<file path="src/rtl/can_tx_pkg.sv">
package can_tx_pkg;
    localparam int ID_W     = 29;
    localparam int ID_A_W   = 11;
    localparam int ID_B_W   = 18;
    localparam int DLC_W    = 4;
    localparam int CRC_W    = 15;
    localparam int EOF_W    = 7;
    localparam logic [CRC_W-1:0] CRC_POLY = 15'h4599;

    // order matters: every field up to F_DATA feeds the CRC
    typedef enum logic [3:0] {
        F_SOF, F_IDA, F_SRR, F_IDE, F_IDB, F_RTR, F_R1, F_R0,
        F_DLC, F_DATA, F_CRC, F_CDEL, F_ACK, F_ADEL, F_EOF, F_FIN
    } fld_e;

    typedef enum logic [1:0] {
        CLS_IDLE  = 2'd0,
        CLS_STUFF = 2'd1,
        CLS_FIXED = 2'd2
    } cls_e;

    function automatic int cnt_width(input int max_bytes);
        int w;
        w = $clog2(8 * max_bytes);
        return (w > 5) ? w : 5;
    endfunction
endpackage

</file>
<file path="src/rtl/can_crc15_step.sv">
module can_crc15_step
    import can_tx_pkg::*;
(
    input  logic [CRC_W-1:0] crc_in,
    input  logic             bit_in,
    output logic [CRC_W-1:0] crc_out
);
    logic fb;
    always_comb begin
        fb      = bit_in ^ crc_in[CRC_W-1];
        crc_out = {crc_in[CRC_W-2:0], 1'b0};
        if (fb) crc_out = crc_out ^ CRC_POLY;
    end
endmodule

</file>
<file path="src/rtl/can_tx_fieldseq.sv">
module can_tx_fieldseq
    import can_tx_pkg::*;
#(
    parameter  int MAX_BYTES = 8,
    localparam int DATA_W    = 8 * MAX_BYTES,
    localparam int DIDX_W    = $clog2(DATA_W),
    localparam int CNT_W     = cnt_width(MAX_BYTES)
) (
    input  fld_e              fld,
    input  logic [CNT_W-1:0]  cnt,
    input  logic              ide,
    input  logic              rtr,
    input  logic [ID_W-1:0]   id,
    input  logic [DLC_W-1:0]  dlc,
    input  logic [DATA_W-1:0] data,
    input  logic [CRC_W-1:0]  crc,
    output logic              bit_o,
    output cls_e              cls_o,
    output logic              last_o,
    output fld_e              nxt_o
);
    localparam int IDX_W = $clog2(ID_W);

    int c;
    int nb;
    int didx;

    always_comb begin
        c    = int'(cnt);
        nb   = rtr ? 0 : ((int'(dlc) > MAX_BYTES) ? MAX_BYTES : int'(dlc));
        didx = 8 * (c / 8) + 7 - (c % 8);

        bit_o = 1'b1;
        case (fld)
            F_SOF:  bit_o = 1'b0;
            F_IDA:  bit_o = id[IDX_W'(ID_W - 1 - c)];
            F_SRR:  bit_o = 1'b1;
            F_IDE:  bit_o = ide;
            F_IDB:  bit_o = id[IDX_W'(ID_B_W - 1 - c)];
            F_RTR:  bit_o = rtr;
            F_R1:   bit_o = 1'b0;
            F_R0:   bit_o = 1'b0;
            F_DLC:  bit_o = dlc[2'(DLC_W - 1 - c)];
            F_DATA: bit_o = data[DIDX_W'(didx)];
            F_CRC:  bit_o = crc[4'(CRC_W - 1 - c)];
            default: bit_o = 1'b1;
        endcase

        if (fld == F_FIN)      cls_o = CLS_IDLE;
        else if (fld <= F_CRC) cls_o = CLS_STUFF;
        else                   cls_o = CLS_FIXED;

        case (fld)
            F_IDA:  last_o = (c == ID_A_W - 1);
            F_IDB:  last_o = (c == ID_B_W - 1);
            F_DLC:  last_o = (c == DLC_W - 1);
            F_DATA: last_o = (c == nb * 8 - 1);
            F_CRC:  last_o = (c == CRC_W - 1);
            F_EOF:  last_o = (c == EOF_W - 1);
            default: last_o = 1'b1;
        endcase

        case (fld)
            F_SOF:  nxt_o = F_IDA;
            F_IDA:  nxt_o = ide ? F_SRR : F_RTR;
            F_SRR:  nxt_o = F_IDE;
            F_IDE:  nxt_o = ide ? F_IDB : F_R0;
            F_IDB:  nxt_o = F_RTR;
            F_RTR:  nxt_o = ide ? F_R1 : F_IDE;
            F_R1:   nxt_o = F_R0;
            F_R0:   nxt_o = F_DLC;
            F_DLC:  nxt_o = (nb == 0) ? F_CRC : F_DATA;
            F_DATA: nxt_o = F_CRC;
            F_CRC:  nxt_o = F_CDEL;
            F_CDEL: nxt_o = F_ACK;
            F_ACK:  nxt_o = F_ADEL;
            F_ADEL: nxt_o = F_EOF;
            F_EOF:  nxt_o = F_FIN;
            default: nxt_o = F_FIN;
        endcase
    end
endmodule

</file>
<file path="src/rtl/can_tx_serializer.sv">
module can_tx_serializer
    import can_tx_pkg::*;
#(
    parameter  int MAX_BYTES = 8,
    localparam int DATA_W    = 8 * MAX_BYTES,
    localparam int CNT_W     = cnt_width(MAX_BYTES)
) (
    input  logic              clk,
    input  logic              rst_n,
    input  logic              bit_strobe,
    input  logic              req_valid,
    input  logic              req_ide,
    input  logic              req_rtr,
    input  logic [ID_W-1:0]   req_id,
    input  logic [DLC_W-1:0]  req_dlc,
    input  logic [DATA_W-1:0] req_data,
    input  logic              bus_rx,
    output logic              tx_bit,
    output logic [1:0]        field_class,
    output logic              busy,
    output logic              done,
    output logic              ack_ok,
    output logic              ack_error
);
    typedef struct packed {
        logic              busy;
        fld_e              fld;
        logic [CNT_W-1:0]  cnt;
        logic [CRC_W-1:0]  crc;
        logic              ide;
        logic              rtr;
        logic [ID_W-1:0]   id;
        logic [DLC_W-1:0]  dlc;
        logic [DATA_W-1:0] data;
        logic              tx;
        cls_e              cls;
        logic              ack_dom;
        logic              done;
        logic              ack_ok;
        logic              ack_err;
    } state_t;

    state_t s_d, s_q;

    logic             cur_bit;
    cls_e             cur_cls;
    logic             fld_last;
    fld_e             fld_nxt;
    logic [CRC_W-1:0] crc_nxt;

    can_tx_fieldseq #(.MAX_BYTES(MAX_BYTES)) u_seq (
        .fld    (s_q.fld),
        .cnt    (s_q.cnt),
        .ide    (s_q.ide),
        .rtr    (s_q.rtr),
        .id     (s_q.id),
        .dlc    (s_q.dlc),
        .data   (s_q.data),
        .crc    (s_q.crc),
        .bit_o  (cur_bit),
        .cls_o  (cur_cls),
        .last_o (fld_last),
        .nxt_o  (fld_nxt)
    );

    can_crc15_step u_crc (
        .crc_in  (s_q.crc),
        .bit_in  (cur_bit),
        .crc_out (crc_nxt)
    );

    always_comb begin
        s_d         = s_q;
        s_d.done    = 1'b0;
        s_d.ack_ok  = 1'b0;
        s_d.ack_err = 1'b0;
        if (!s_q.busy) begin
            if (req_valid) begin
                s_d.busy    = 1'b1;
                s_d.fld     = F_SOF;
                s_d.cnt     = '0;
                s_d.crc     = '0;
                s_d.ide     = req_ide;
                s_d.rtr     = req_rtr;
                s_d.id      = req_id;
                s_d.dlc     = req_dlc;
                s_d.data    = req_data;
                s_d.ack_dom = 1'b0;
            end
        end else if (bit_strobe) begin
            if (s_q.fld == F_FIN) begin
                s_d.busy    = 1'b0;
                s_d.tx      = 1'b1;
                s_d.cls     = CLS_IDLE;
                s_d.done    = 1'b1;
                s_d.ack_ok  = s_q.ack_dom;
                s_d.ack_err = !s_q.ack_dom;
            end else begin
                s_d.tx  = cur_bit;
                s_d.cls = cur_cls;
                if (s_q.fld <= F_DATA) s_d.crc = crc_nxt;
                if (s_q.fld == F_ADEL) s_d.ack_dom = !bus_rx;
                if (fld_last) begin
                    s_d.fld = fld_nxt;
                    s_d.cnt = '0;
                end else begin
                    s_d.cnt = s_q.cnt + 1'b1;
                end
            end
        end
    end

    always_ff @(posedge clk or negedge rst_n) begin
        if (!rst_n) begin
            s_q    <= '0;
            s_q.tx <= 1'b1;
        end else begin
            s_q <= s_d;
        end
    end

    assign tx_bit      = s_q.tx;
    assign field_class = s_q.cls;
    assign busy        = s_q.busy;
    assign done        = s_q.done;
    assign ack_ok      = s_q.ack_ok;
    assign ack_error   = s_q.ack_err;
endmodule

</file>
<file path="config.mk">
export PLATFORM = sky130hd
export DESIGN_NAME = can_tx_serializer
export DESIGN_NICKNAME = d
export VERILOG_FILES = /design/src/rtl/can_tx_pkg.sv /design/src/rtl/can_crc15_step.sv /design/src/rtl/can_tx_fieldseq.sv /design/src/rtl/can_tx_serializer.sv
export SDC_FILE = /design/constraint.sdc
export NUM_CORES = 1
export LEC_CHECK = 0
export BUFFER_PORTS_ARGS = -buffer_cell sky130_fd_sc_hd__clkbuf_2
export CELL_PAD_IN_SITES_DETAIL_PLACEMENT = 0
export CELL_PAD_IN_SITES_GLOBAL_PLACEMENT = 1
export CORE_MARGIN = 8
export CORE_UTILIZATION = 49
export CTS_BUF_LIST = sky130_fd_sc_hd__clkbuf_2
export DETAILED_ROUTE_END_ITERATION = 7
export PLACE_DENSITY_LB_ADDON = 0.1
export SYNTH_ARGS = -nofsm -noshare
export SYNTH_HDL_FRONTEND = slang
export SYNTH_SLANG_ARGS = --single-unit
</file>
<file path="constraint.sdc">
create_clock -name clk -period 7.74 [get_ports clk]
set_input_delay 1.161 -clock clk [delete_from_list [all_inputs] [get_ports clk]]
set_output_delay 1.161 -clock clk [all_outputs]
set_load 0.01 [all_outputs]
</file>
After elaboration in Yosys (flattened, before gate mapping). Index checks and enable logic that the tools add are counted.

Output and inout port bits: 7. Latch bits: 0. Bits of input ports: 104. Bits in read-only memories: 0. Memory bits (writable): 0. Register bits after elaboration: 132. Word-level logic and storage cells: 114. Memories: 0.

Bitwise logic cells: 3. Reductions and logical operators: 12. Equality and inequality tests: 26. Multiplexer cells: 42. Div/mod/pow operators: 0. Magnitude comparators: 8. Add/sub/neg operators: 8. Shifts and indexed selects: 0. Multipliers: 0.

Operators by type and width (number): 125-bit 2-to-1 mux (1); 4-bit one-hot mux with 14 select lines (1); 26-bit 2-to-1 mux (2); 4-bit equality test, second input constant (8); 7-bit by 32-bit equality test with 1-bit output (1); 32-bit zero test (1); 32-bit 2-to-1 mux (1); 32-bit by 2-bit subtractor with 32-bit output, second input constant (1); 15-bit 2-to-1 mux (2); 25-bit 2-to-1 mux (1); 4-bit by 3-bit equality test with 1-bit output, second input constant (4); 1-bit 2-to-1 mux (15); 3-bit 2-to-1 mux (5); 5-bit by 7-bit less-than comparator with 1-bit output, second input constant (2); 6-bit by 5-bit equality test with 1-bit output, second input constant (2); 4-bit 2-to-1 mux (3); 4-bit AND reduction (3); 1-bit binary-select mux with 5-bit select (2); 5-bit subtractor, first input constant (2); 4-bit by 2-bit equality test with 1-bit output, second input constant (2); 4-bit less-or-equal comparator, second input constant (2); 6-bit by 8-bit less-than comparator with 1-bit output, second input constant (1); 1-bit one-hot mux with 8 select lines (1); 7-bit inverter (1); 28 further kinds (35).

Logic depth before layout (Yosys ltp). Gate-level depths: netlist of run 1.

Depth in word-level cells: 12. Gate-level depth with buffers: 15. Depth with buffers taken out: 11.

Modules after synthesis. Synthesis of run 1 repeated with hierarchy kept, for this count alone.

Cells, all modules: 785. Area total of the unflattened synthesis: 7497.2 sq um.

By module, submodules not included: can_tx_serializer (cells each 558, sequential area each 3304.4 sq um, times used 1, area each 5295.1 sq um); can_tx_fieldseq (cells each 209, sequential area each 0.0 sq um, times used 1, area each 1964.4 sq um); can_crc15_step (cells each 18, sequential area each 0.0 sq um, times used 1, area each 237.7 sq um).

Worst setup path after synthesis of run 1. No wires, ideal clock.

Path kind: register to register. Start point: register s_q[121] in the netlist's numbering. End point: register s_q[109] in the netlist's numbering. Buffers on the path: 6. Path slack: 4.212 ns. Required time: 7.619 ns. Library setup time: 0.121 ns. Cell stages (with the launch flop): 15. Arrival: 3.407 ns. Period minus slack after synthesis: 3.528 ns. Path through: dfrtp_1 -> buf_6 -> buf_12 -> inv_1 -> buf_4 -> ha_1 -> clkbuf_1 -> buf_2 -> mux4_1 -> mux4_2 -> a211oi_2 -> and3_1 -> buf_6 -> xnor3_1 -> a22o_1.

Cells in the longest elaborated chain, start to end: 11. Elaborated cells on any way between the ends: 27. Those cells by class: 5 x add/sub; 21 x mux; 1 x bitwise.

RTL lines: start: declaration (line can_tx_serializer.sv:43) `state_t s_d, s_q;`; 6-bit by 4-bit subtractor with 6-bit output, or another cell as far along (line can_tx_fieldseq.sv:31) `didx = 8 * (c / 8) + 7 - (c % 8);`; 1-bit binary-select mux with 6-bit select, or another cell as far along (line can_tx_fieldseq.sv:44) `F_DATA: bit_o = data[DIDX_W'(didx)];`; 1-bit 2-to-1 mux, on equally long branches (2 in a row); 1-bit one-hot mux with 8 select lines (*) (line can_tx_fieldseq.sv:34) `case (fld)`; 1-bit XOR (*) (line can_crc15_step.sv:10) `fb = bit_in ^ crc_in[CRC_W-1];`; 15-bit 2-to-1 mux (*) (line can_crc15_step.sv:12) `if (fb) crc_out = crc_out ^ CRC_POLY;`; 15-bit 2-to-1 mux (*) (line can_tx_serializer.sv:101) `if (s_q.fld <= F_DATA) s_d.crc = crc_nxt;`; 25-bit 2-to-1 mux (*) (line can_tx_serializer.sv:91) `if (s_q.fld == F_FIN) begin`; 26-bit 2-to-1 mux (*) (line can_tx_serializer.sv:90) `end else if (bit_strobe) begin`; 26-bit 2-to-1 mux (*) (line can_tx_serializer.sv:77) `if (!s_q.busy) begin`.

Every way passes the cells marked *; elsewhere a longest branch is shown, timed or not. The select of a mux whose other input is x is not followed. A chain may end at the register's enable or synchronous reset.

Worst setup path after layout of run 1. Ends and elaborated chain as after synthesis.

==> flow_summary.toml, run 1 <==
[power]
cellLeakagePower_nw = 4.02
pwr_density_cell_nw_per_um2 = 284
power.ir.vdd_worst_mv = 0.126

[place]
replace_congestion = 0.900
place_hpwl_um = 12100
buffer_ports.inserted = 110

[global_route]
grt_start_max_net_pins = 103
grt_pass1_vias = 5845
grt_pass1_wl_um = 28600
groute.usage.overall_pct = 19.4
residual_overflow_from_global_routing = 0
antenna_found_initial = 1

[synthesis]
syn_area_per_cell_um2 = 9.35
post_synth_instance_area_um2 = 7140
ys_ff_latch = 132
ys_async_sr_fraction_pct = 100
mappedNetlistNets = 877
syn_inst = 764
postSynth.topFlopCell = "sky130_fd_sc_hd__dfrtp_1"
post_synth_num_cell_types = 64
synth_edf_count = 0
yosysSeqAreaShare_pct = 46.3
synth-warning-count = 0

[die]
floorplan.io_pins = 111
starting_density_of_the_core_pct = 49.7
dieWidth_um = 137
core_um2 = 14400
core.rowCount = 44
design.die.area_um2 = 18700
floorplan.die.height_um = 137

[setup_path]
setup.reg_to_reg.worst_slack_ps = 3470
critical_path.endpoint = "s_q[109]$_DFFE_PN0P_"
type_of_the_worst_setup_path = "register to register"
rr_worst_depth = 9
reg2reg_to = "s_q[109]$_DFFE_PN0P_"
crit_path_start_kind = "register"
rr_startpoint = "s_q[121]$_DFFE_PN0P_"
crit_required_ps = 8360
startpoint = "s_q[121]$_DFFE_PN0P_"
worst_setup_path_end_kind = "register"
timing.critical_path.arrival_ps = 4890
path_max_fanout = 40

[layout]
nNetsFinal = 957
area.growth.synth_to_final_pct = 11.0
post_route_cells_drive_above_1_share_pct = 20.6
fillerInstances = 1326

[clock_tree]
htreeDepth = 4
hold_buffers = 0
cts_setup_buffers = 0
clock_buffer_depth = 2
tritoncts = "built"
clkSlewWorstSetupHoldPaths_ps = 220
numCtsBuffers = 17
ctsRootBufferMaster = "sky130_fd_sc_hd__clkbuf_2"
clock_latency_ps = 720
cts_resized = 0
sinks_on_the_clock_net = 132

[timing]
worstMarginPinSlew_ps = 1050
min_period_ps = 4270
drv_slew = 0
worst_slew_margin_rel_pct = 30.2
hold_viol_final = 0
clock.fmax_mhz = 234
finalSetupTns_ps = 0
timing.final.setup_violations = 0
rsz_0062_raised_after_global_routing = "false"
final.period_utilization_pct = 55.1
finalHoldWorstSlack_ps = 459
timing.clock.skew_ps = 34.2

[routing]
via_per_instance_ratio = 5.50
iteration_count_of_the_initial_detailed_routing_pass = 4
first_iter_violations = 370
drc = 0
postRouteWirelength_um = 17400
wire_per_inst_um = 16.8
via_count = 5730
drt.antenna.violating_nets = 0

[run_status]
result_of_the_run = "finished clean"

[min_path]
worst_hold_path_type = "input pin to asynchronous set/reset pin"

[run]
max_cap_viol_count = 0
==> layer usage <==
metal  wire length, µm  track usage, %  vias to the layer above
li1                  -               -                     2753
met1              8020            25.5                     2805
met2              8280            30.9                      156
met3               950            5.32                       16
met4               195            5.43                        0
met5                 0               0                        -
==> power breakdown <==
group          internal (W)  total, W  switching, W
clock              0.000114  0.000377      0.000263
combinational      0.000484  0.000924      0.000440
sequential         0.000809  0.000950      0.000141
==> metrics by stage <==
step | utilization, % | power, W | instances | worst slack, ps | instance area [µm²]
after floorplan | - | 0.00171 | 764 | 4210 | 7140
after global placement | 53.7 | 0.00185 | 1009 | 3640 | 7720
after detailed placement | 53.7 | 0.00189 | 1009 | 3500 | 7720
after CTS | 55.1 | 0.00227 | 1040 | 3440 | 7920
after global routing | 55.2 | 0.00240 | 1041 | 3180 | 7930
final | 55.2 | 0.00225 | 1041 | 3470 | 7930
==> cell families after synthesis <==
family	synth area share (%)
multiplexers	12.3
AO/OA/AOI/OAI	8.85
XOR/XNOR	3.66
flip-flops	46.3
buffers and inverters	4.14
adder cells (fa/ha/maj)	1.58
AND/OR/NAND/NOR	23.2
==> worst max-delay path: stages, from the launching register on <==
cell and delay, ps:
sky130_fd_sc_hd__dfrtp_2 390, sky130_fd_sc_hd__buf_4 510, sky130_fd_sc_hd__inv_1 390, sky130_fd_sc_hd__ha_1 810, sky130_fd_sc_hd__mux4_1 400, sky130_fd_sc_hd__mux4_2 490, sky130_fd_sc_hd__a211oi_2 280, sky130_fd_sc_hd__and3_1 410
sky130_fd_sc_hd__xnor3_1 280, sky130_fd_sc_hd__a22o_1 180
==> placed cells by master, fill, tap and decap left out, types with 11 or more instances in the layout <==
cell,synthesis,routed
sky130_fd_sc_hd__a22o_1,14,14
sky130_fd_sc_hd__clkbuf_2,0,127
sky130_fd_sc_hd__dfrtp_1,131,130
sky130_fd_sc_hd__inv_1,12,12
sky130_fd_sc_hd__mux2i_1,16,16
sky130_fd_sc_hd__mux4_1,11,11
sky130_fd_sc_hd__mux4_2,16,16
sky130_fd_sc_hd__nand2_1,323,322
sky130_fd_sc_hd__nor2_1,21,21
sky130_fd_sc_hd__o21ai_0,20,20
==> flip-flops by register name, indices dropped and copies added, names as in the netlist <==
name / cells
tx_bit: 1
done: 1
ack_ok: 1
ack_error: 1
field_class: 2
busy: 1
s_q: 125
==> final cells by class <==
class	instances	area, µm²	area share, %
clock inverters	13	113	1.42
repair buffers	114	583	7.36
flip-flops and latches	132	3310	41.7
clock buffers	18	90.1	1.14
well taps	184	230	2.90
diodes	1	2.50	0.0316
inverters	12	45.0	0.568
multi-input cells	567	3560	44.9
==> worst min-delay path by stage <==
stage	cells after the start	to	start
global placement	1	ack_error$_DFF_PN0_	s_q[3]$_DFFE_PN0P_
global route	1	s_q[117]$_DFFE_PN0P_	rst_n
CTS	1	s_q[121]$_DFFE_PN0P_	rst_n
floorplan	1	ack_error$_DFF_PN0_	s_q[3]$_DFFE_PN0P_
detailed placement	2	s_q[50]$_DFFE_PN0P_	s_q[50]$_DFFE_PN0P_
finish	1	s_q[92]$_DFFE_PN0P_	rst_n
==> synthesized netlist by cell type, types with 11 or more instances <==
cell type                    n  area (µm²)
sky130_fd_sc_hd__dfrtp_1   131        3280
sky130_fd_sc_hd__mux4_1     11         289
sky130_fd_sc_hd__o21ai_0    20         100
sky130_fd_sc_hd__clkbuf_1   37         139
sky130_fd_sc_hd__nor2_1     21        78.8
sky130_fd_sc_hd__mux4_2     16         360
sky130_fd_sc_hd__mux2i_1    16         160
sky130_fd_sc_hd__inv_1      12        45.0
sky130_fd_sc_hd__a22o_1     14         123
sky130_fd_sc_hd__nand2_1   323        1210
Note: power is estimated with default switching activity, not from simulation.
==> run 2: changes to the inputs <==
--- a/config.mk
+++ b/config.mk
@@ -5,11 +5,12 @@
 export SDC_FILE = /design/constraint.sdc
 export NUM_CORES = 1
 export LEC_CHECK = 0
+export ABC_AREA = 1
 export BUFFER_PORTS_ARGS = -buffer_cell sky130_fd_sc_hd__clkbuf_2
 export CELL_PAD_IN_SITES_DETAIL_PLACEMENT = 0
 export CELL_PAD_IN_SITES_GLOBAL_PLACEMENT = 1
 export CORE_MARGIN = 8
-export CORE_UTILIZATION = 49
+export CORE_UTILIZATION = 38
 export CTS_BUF_LIST = sky130_fd_sc_hd__clkbuf_2
 export DETAILED_ROUTE_END_ITERATION = 7
 export PLACE_DENSITY_LB_ADDON = 0.1
==> constraint.sdc (replaced) <==
create_clock -name clk -period 3.9 [get_ports clk]
set_input_delay 0.585 -clock clk [delete_from_list [all_inputs] [get_ports clk]]
set_output_delay 0.585 -clock clk [all_outputs]
set_load 0.01 [all_outputs]
==> run 2 against run 1 <==
Net effect:
- wire length rose by 22%
- combinational power grew to 2.7 times the previous value
- non-clock buffer count increased by 72
- worst setup slack got worse by 2200 ps
- die area is 29% higher
- clock power grew to 2.6 times the previous value
- first-iteration DRC count shrank 9.7%
- fmax is 60% higher
- count of clock-buffer cells in the layout stayed put
- total power grew 150%
- core utilization fell by 8.1 points
- critical endpoint is now s_q[112]$_DFFE_PN0P_
- largest power group is now combinational cells
- highest routed layer unchanged
==> flow_summary.toml, run 2 <==
[run_status]
result_of_the_run = "finished clean"

[layout]
largest_register_ff_count = 125
area.growth.synth_to_final_pct = 22.8
largest-register = "s_q"
final_common_cell = "sky130_fd_sc_hd__nand2_1"
mostFrequentLayoutCells = "sky130_fd_sc_hd__nand2_1 (399), sky130_fd_sc_hd__dfrtp_1 (130), sky130_fd_sc_hd__clkbuf_2 (127), sky130_fd_sc_hd__inv_1 (117), sky130_fd_sc_hd__nand3_1 (114)"
post_route_cells_drive_above_1_share_pct = 14.0
nNetsFinal = 1320

[place]
replace_congestion = 0.849
place_hpwl_um = 14500
buffer_ports.inserted = 110

[routing]
drc = 0
drt.antenna.violating_nets = 0
via_per_instance_ratio = 4.68
wire_per_inst_um = 14.3
via_count = 6956
iteration_count_of_the_initial_detailed_routing_pass = 5
postRouteWirelength_um = 21300
first_iter_violations = 334

[setup_path]
worst_setup_path_end_kind = "register"
crit_path_start_kind = "register"
path_max_fanout = 11
timing.critical_path.arrival_ps = 3330
rr_worst_depth = 8
crit_required_ps = 4560
type_of_the_worst_setup_path = "register to register"

[synthesis]
synth_edf_count = 0
syn_area_per_cell_um2 = 7.03
ys_async_sr_fraction_pct = 100
mappedNetlistNets = 1163
netlist.top_cell.by_area = "sky130_fd_sc_hd__dfrtp_1"
synth_top_family_by_area = "simple AND/OR/NAND/NOR gates"
synth_xor_area_share_pct = 1.66
synth_mux_area_share_pct = 0
yosysSeqAreaShare_pct = 44.7
synth.most_common_cell = "sky130_fd_sc_hd__nand2_1"
post_synthesis_share_of_cell_area_spent_on_and_or_nand_and_nor_gates_pct = 33.1
post_synth_instance_area_um2 = 7390
synth.top_cells.by_area = "sky130_fd_sc_hd__dfrtp_1 (44%), sky130_fd_sc_hd__nand2_1 (20%), sky130_fd_sc_hd__nand3_1 (7.7%), sky130_fd_sc_hd__inv_1 (5.9%), sky130_fd_sc_hd__o21ai_0 (5.4%)"
synth_compound_area_share_pct = 9.05
postSynth.topFlopCell = "sky130_fd_sc_hd__dfrtp_1"
synth-warning-count = 0
yosysTopAreaCellShare_pct = 44.4
synth.cells.most_frequent = "sky130_fd_sc_hd__nand2_1 (399), sky130_fd_sc_hd__dfrtp_1 (131), sky130_fd_sc_hd__inv_1 (117)"
syn_inst = 1050
ys_ff_latch = 132
post_synthesis_share_of_cell_area_spent_on_full_adders_half_adders_and_majority_gates_pct = 1.52
post_synth_num_cell_types = 39

[global_route]
antenna_found_initial = 1
grt_pass1_wl_um = 36100
groute.usage.overall_pct = 18.6
residual_overflow_from_global_routing = 0
grt_pass1_vias = 7087
grt_start_max_net_pins = 167

[clock_tree]
clock_latency_ps = 730
clkSlewWorstSetupHoldPaths_ps = 210
clock_buffer_depth = 2
tritoncts = "built"
ctsRootBufferMaster = "sky130_fd_sc_hd__clkbuf_2"
numCtsBuffers = 17
sinks_on_the_clock_net = 132
htreeDepth = 4

[timing]
drv_slew = 0
finalHoldWorstSlack_ps = 65.3
timing.final.setup_violations = 0
final.period_utilization_pct = 68.5
worst_slew_margin_rel_pct = 51.9
timing.clock.skew_ps = 29.2
rsz_0062_raised_after_global_routing = "false"
finalSetupTns_ps = 0
min_period_ps = 2670
hold_viol_final = 0
clock.fmax_mhz = 374
worstMarginPinSlew_ps = 719

[power]
pwr_density_cell_nw_per_um2 = 609
cellLeakagePower_nw = 4.66
power.ir.vdd_worst_mv = 0.518
post_layout_total_power_w = 0.00553

[die]
core_um2 = 19300
dieWidth_um = 155
floorplan.io_pins = 111
design.die.area_um2 = 24200
floorplan.die.height_um = 155
core.rowCount = 51
starting_density_of_the_core_pct = 38.3

[min_path]
hold-path-cell-count = 3
worst_hold_path_type = "input pin to register"

[run]
max_cap_viol_count = 0
## run 2: what timing repair did
item	CTS	global route
buffers inserted	0	0
hold endpoints to repair	108	1
resized for setup	0	0
hold buffers	67	1
## run 2: area by class of cell
type,count,area [µm²]
Fill cell,2064,10200
Tap cell,265,332
Multi-Input combinational cell,742,3360
Sequential cell,132,3310
Clock inverter,14,184
Antenna cell,1,2.50
Inverter,128,480
Timing Repair Buffer,186,1320
Clock buffer,18,90.1
## run 2: kinds of logic after synthesis
group	Yosys count
compound gates	124
xor+xnor	14
fa+ha+maj	9
buf+inv	176
flops	132
simple gates	595
## run 2: metrics by stage
stage / setup slack, ps / instance area, µm² / util [%] / instances
after detailed placement: 1080 / 8110 / 42.1 / 1385
after global placement: 1190 / 8110 / 42.1 / 1385
final: 1230 / 9070 / 47.1 / 1486
after floorplan: 1470 / 7390 / - / 1050
after global routing: 893 / 9070 / 47.1 / 1486
after CTS: 1180 / 9060 / 47.0 / 1484
## run 2: path summary, 6_finish.rpt
path	start	to	slack (ps)
max	busy$_DFF_PN0_	s_q[112]$_DFFE_PN0P_	1230
min	req_data[52]	s_q[59]$_DFFE_PN0P_	70
max reg2reg	busy$_DFF_PN0_	s_q[112]$_DFFE_PN0P_	1230
min reg2reg	s_q[3]$_DFFE_PN0P_	ack_error$_DFF_PN0_	440
max in group asynchronous	rst_n	s_q[120]$_DFFE_PN0P_	2620
min in group asynchronous	rst_n	s_q[48]$_DFFE_PN0P_	350
## run 2: report_power, final
| group | internal [W] | total (W) | switching [W] |
|---|---|---|---|
| Combinational | 0.000871 | 0.00249 | 0.00161 |
| Clock | 0.000422 | 0.000968 | 0.000546 |
| Sequential | 0.00182 | 0.00207 | 0.000257 |
## run 2: per-layer routing
| layer | routed length (µm) | vias to the layer above | track usage [%] |
|---|---|---|---|
| met5 | 0 | - | 0 |
| met1 | 10500 | 3196 | 25.1 |
| met2 | 9670 | 136 | 29.7 |
| met4 | 236 | 0 | 5.13 |
| li1 | - | 3607 | - |
| met3 | 836 | 17 | 3.77 |
## run 2: critical path: stages (launching register included)
cell	delay [ps]
sky130_fd_sc_hd__dfrtp_1	500
sky130_fd_sc_hd__nand2_1	280
sky130_fd_sc_hd__nor2_1	360
sky130_fd_sc_hd__inv_1	120
sky130_fd_sc_hd__nand2_2	200
sky130_fd_sc_hd__nand2_2	160
sky130_fd_sc_hd__nor2_1	590
sky130_fd_sc_hd__inv_1	220
sky130_fd_sc_hd__o22ai_1	160
==> run 3: changes to the inputs <==
--- a/config.mk
+++ b/config.mk
@@ -10,7 +10,7 @@
 export CELL_PAD_IN_SITES_DETAIL_PLACEMENT = 0
 export CELL_PAD_IN_SITES_GLOBAL_PLACEMENT = 1
 export CORE_MARGIN = 8
-export CORE_UTILIZATION = 38
+export CORE_UTILIZATION = 43
 export CTS_BUF_LIST = sky130_fd_sc_hd__clkbuf_2
 export DETAILED_ROUTE_END_ITERATION = 7
 export PLACE_DENSITY_LB_ADDON = 0.1
==> constraint.sdc (replaced) <==
create_clock -name clk -period 2.48 [get_ports clk]
set_input_delay 0.372 -clock clk [delete_from_list [all_inputs] [get_ports clk]]
set_output_delay 0.372 -clock clk [all_outputs]
set_load 0.01 [all_outputs]
==> run 3 against run 2 <==
Net effect:
- wire length rose by 1.9%
- flip-flop and latch count did not move
- worst setup slack lost 1000 ps
- non-clock buffer count up 53
- clock skew decreased by 2.5 ps
- first-iteration DRC count grew 35%
- register-to-register slack worse by 1000 ps
- count of clock-buffer cells in the layout fell by 1
- total power increased by 58%
- sequential power rose by 57%
- worst hold slack better by 13 ps
==> flow_summary.toml, run 3 (synthesis gave the netlist of run 2 again) <==
[run_status]
result_of_the_run = "finished clean"

[power]
power.ir.vdd_worst_mv = 0.392
cellLeakagePower_nw = 4.90
pwr_density_cell_nw_per_um2 = 913
post_layout_total_power_w = 0.00873

[setup_path]
type_of_the_worst_setup_path = "register to register"
crit_required_ps = 3100
timing.critical_path.arrival_ps = 2910
path_max_fanout = 50
crit_path_start_kind = "register"
worst_setup_path_end_kind = "register"

[min_path]
worst_hold_path_type = "input pin to register"

[layout]
fillerInstances = 1705
mostFrequentLayoutCells = "sky130_fd_sc_hd__nand2_1 (396), sky130_fd_sc_hd__dfrtp_1 (130), sky130_fd_sc_hd__clkbuf_2 (126), sky130_fd_sc_hd__inv_1 (116), sky130_fd_sc_hd__nand3_1 (114)"
seqCellArea_um2 = 3310
largest-register = "s_q"
nNetsFinal = 1373
multiInputGateArea_um2 = 3410
post_route_cells_drive_above_1_share_pct = 15.5
final_design_area_no_fill_um2 = 9560
largest_register_ff_count = 125
final_common_cell = "sky130_fd_sc_hd__nand2_1"
area.growth.synth_to_final_pct = 29.4

[clock_tree]
tritoncts = "built"
clock_buffer_depth = 2
numCtsBuffers = 17
ctsRootBufferMaster = "sky130_fd_sc_hd__clkbuf_2"
clock_latency_ps = 720
cts_setup_buffers = 0
sinks_on_the_clock_net = 132
clkSlewWorstSetupHoldPaths_ps = 200
htreeDepth = 4

[timing]
hold_viol_final = 0
drv_slew = 0
rsz_0062_raised_after_global_routing = "true"
timing.final.setup_violations = 0
worstMarginPinSlew_ps = 659
final.period_utilization_pct = 92.6
clock.fmax_mhz = 436
worst_slew_margin_rel_pct = 56.0
final_critical_path_setup_slack_ps = 184
min_period_ps = 2300
timing.clock.skew_ps = 26.7

[global_route]
groute.usage.overall_pct = 20.9
antenna_found_initial = 1
grt_start_max_net_pins = 167
grt_pass1_vias = 7327
residual_overflow_from_global_routing = 0
grt_pass1_wl_um = 36700

[die]
design.die.area_um2 = 21600
starting_density_of_the_core_pct = 43.3
core_um2 = 17100
floorplan.die.height_um = 147
dieWidth_um = 147
core.rowCount = 48
floorplan.io_pins = 111

[place]
pre_cts_slack_ps = 122
place_hpwl_um = 14800
replace_congestion = 0.843
placed_area_um2 = 8250
buffer_ports.inserted = 110

[routing]
drt.antenna.violating_nets = 0
drc = 0
first_iter_violations = 452
via_count = 7221
wire_per_inst_um = 14.5
iteration_count_of_the_initial_detailed_routing_pass = 5
via_per_instance_ratio = 4.81
postRouteWirelength_um = 21700

[run]
max_cap_viol_count = 0
==> run 3: final cells by class <==
class                      count  area share [%]
timing repair buffer         239            19.4
antenna                        2          0.0524
multi-input combinational    742            35.6
sequential                   132            34.6
inverter                     128            5.03
clock inverter                15            1.48
tap                          225            2.95
clock buffer                  17           0.890
==> run 3: worst paths after layout <==
check	startpoint	endpoint	slack, ps	depth (start not counted)
max	s_q[121]$_DFFE_PN0P_	s_q[109]$_DFFE_PN0P_	180	14
max in group asynchronous	rst_n	tx_bit$_DFFE_PN1P_	1620	3
max reg2reg	s_q[121]$_DFFE_PN0P_	s_q[109]$_DFFE_PN0P_	180	14
min in group asynchronous	rst_n	s_q[11]$_DFFE_PN0P_	130	2
min reg2reg	s_q[3]$_DFFE_PN0P_	ack_error$_DFF_PN0_	430	1
min	bit_strobe	s_q[126]$_DFFE_PN0P_	80	5
==> run 3: what timing repair did <==
item,CTS,global route
gates resized for setup,0,12
hold endpoints to repair,163,0
hold buffers,102,0
endpoints found under the setup margin,0,12
==> run 3: metrics by stage <==
| stage | hold slack (ps) | setup TNS, ps | std cells | utilization, % |
|---|---|---|---|---|
| finish | 77.9 | 0 | 1500 | 56.0 |
| global route | 48.8 | -81.1 | 1500 | 56.0 |
| CTS | 9.70 | 0 | 1498 | 55.7 |
| detailed placement | 389 | 0 | 1364 | 48.3 |
| global placement | 391 | 0 | 1364 | 48.3 |
| floorplan | 76.4 | 0 | 1050 | - |
==> run 3: worst max-delay path: stages, from the launching register on <==
cell and delay [ps]:
sky130_fd_sc_hd__dfrtp_2 470, sky130_fd_sc_hd__buf_12 200, sky130_fd_sc_hd__ha_1 260, sky130_fd_sc_hd__xnor2_2 250, sky130_fd_sc_hd__inv_1 90, sky130_fd_sc_hd__nand3_1 70, sky130_fd_sc_hd__nand3_1 70, sky130_fd_sc_hd__nand3_1 80
sky130_fd_sc_hd__nand2_1 90, sky130_fd_sc_hd__a21oi_2 130, sky130_fd_sc_hd__nand3_2 110, sky130_fd_sc_hd__nand2_2 160, sky130_fd_sc_hd__nand3_1 100, sky130_fd_sc_hd__nand3_1 90, sky130_fd_sc_hd__nand2_1 50
==> run 3: layer usage <==
| metal | share of wire [%] | routed length (µm) | GRT usage [%] | vias to the layer above |
|---|---|---|---|---|
| met5 | 0 | 0 | 0 | - |
| met4 | 1.6 | 354 | 6.17 | 0 |
| met3 | 4.5 | 976 | 4.71 | 28 |
| met2 | 47 | 10200 | 32.9 | 188 |
| met1 | 47 | 10200 | 28.1 | 3294 |
| li1 | - | - | - | 3711 |
==> run 3: power breakdown <==
part           internal [W]  total [W]  switching (W)  leakage (nW)
registers           0.00286    0.00326       0.000401          1.59
logic               0.00157    0.00418        0.00262          3.18
clock network      0.000446    0.00129       0.000842         0.124
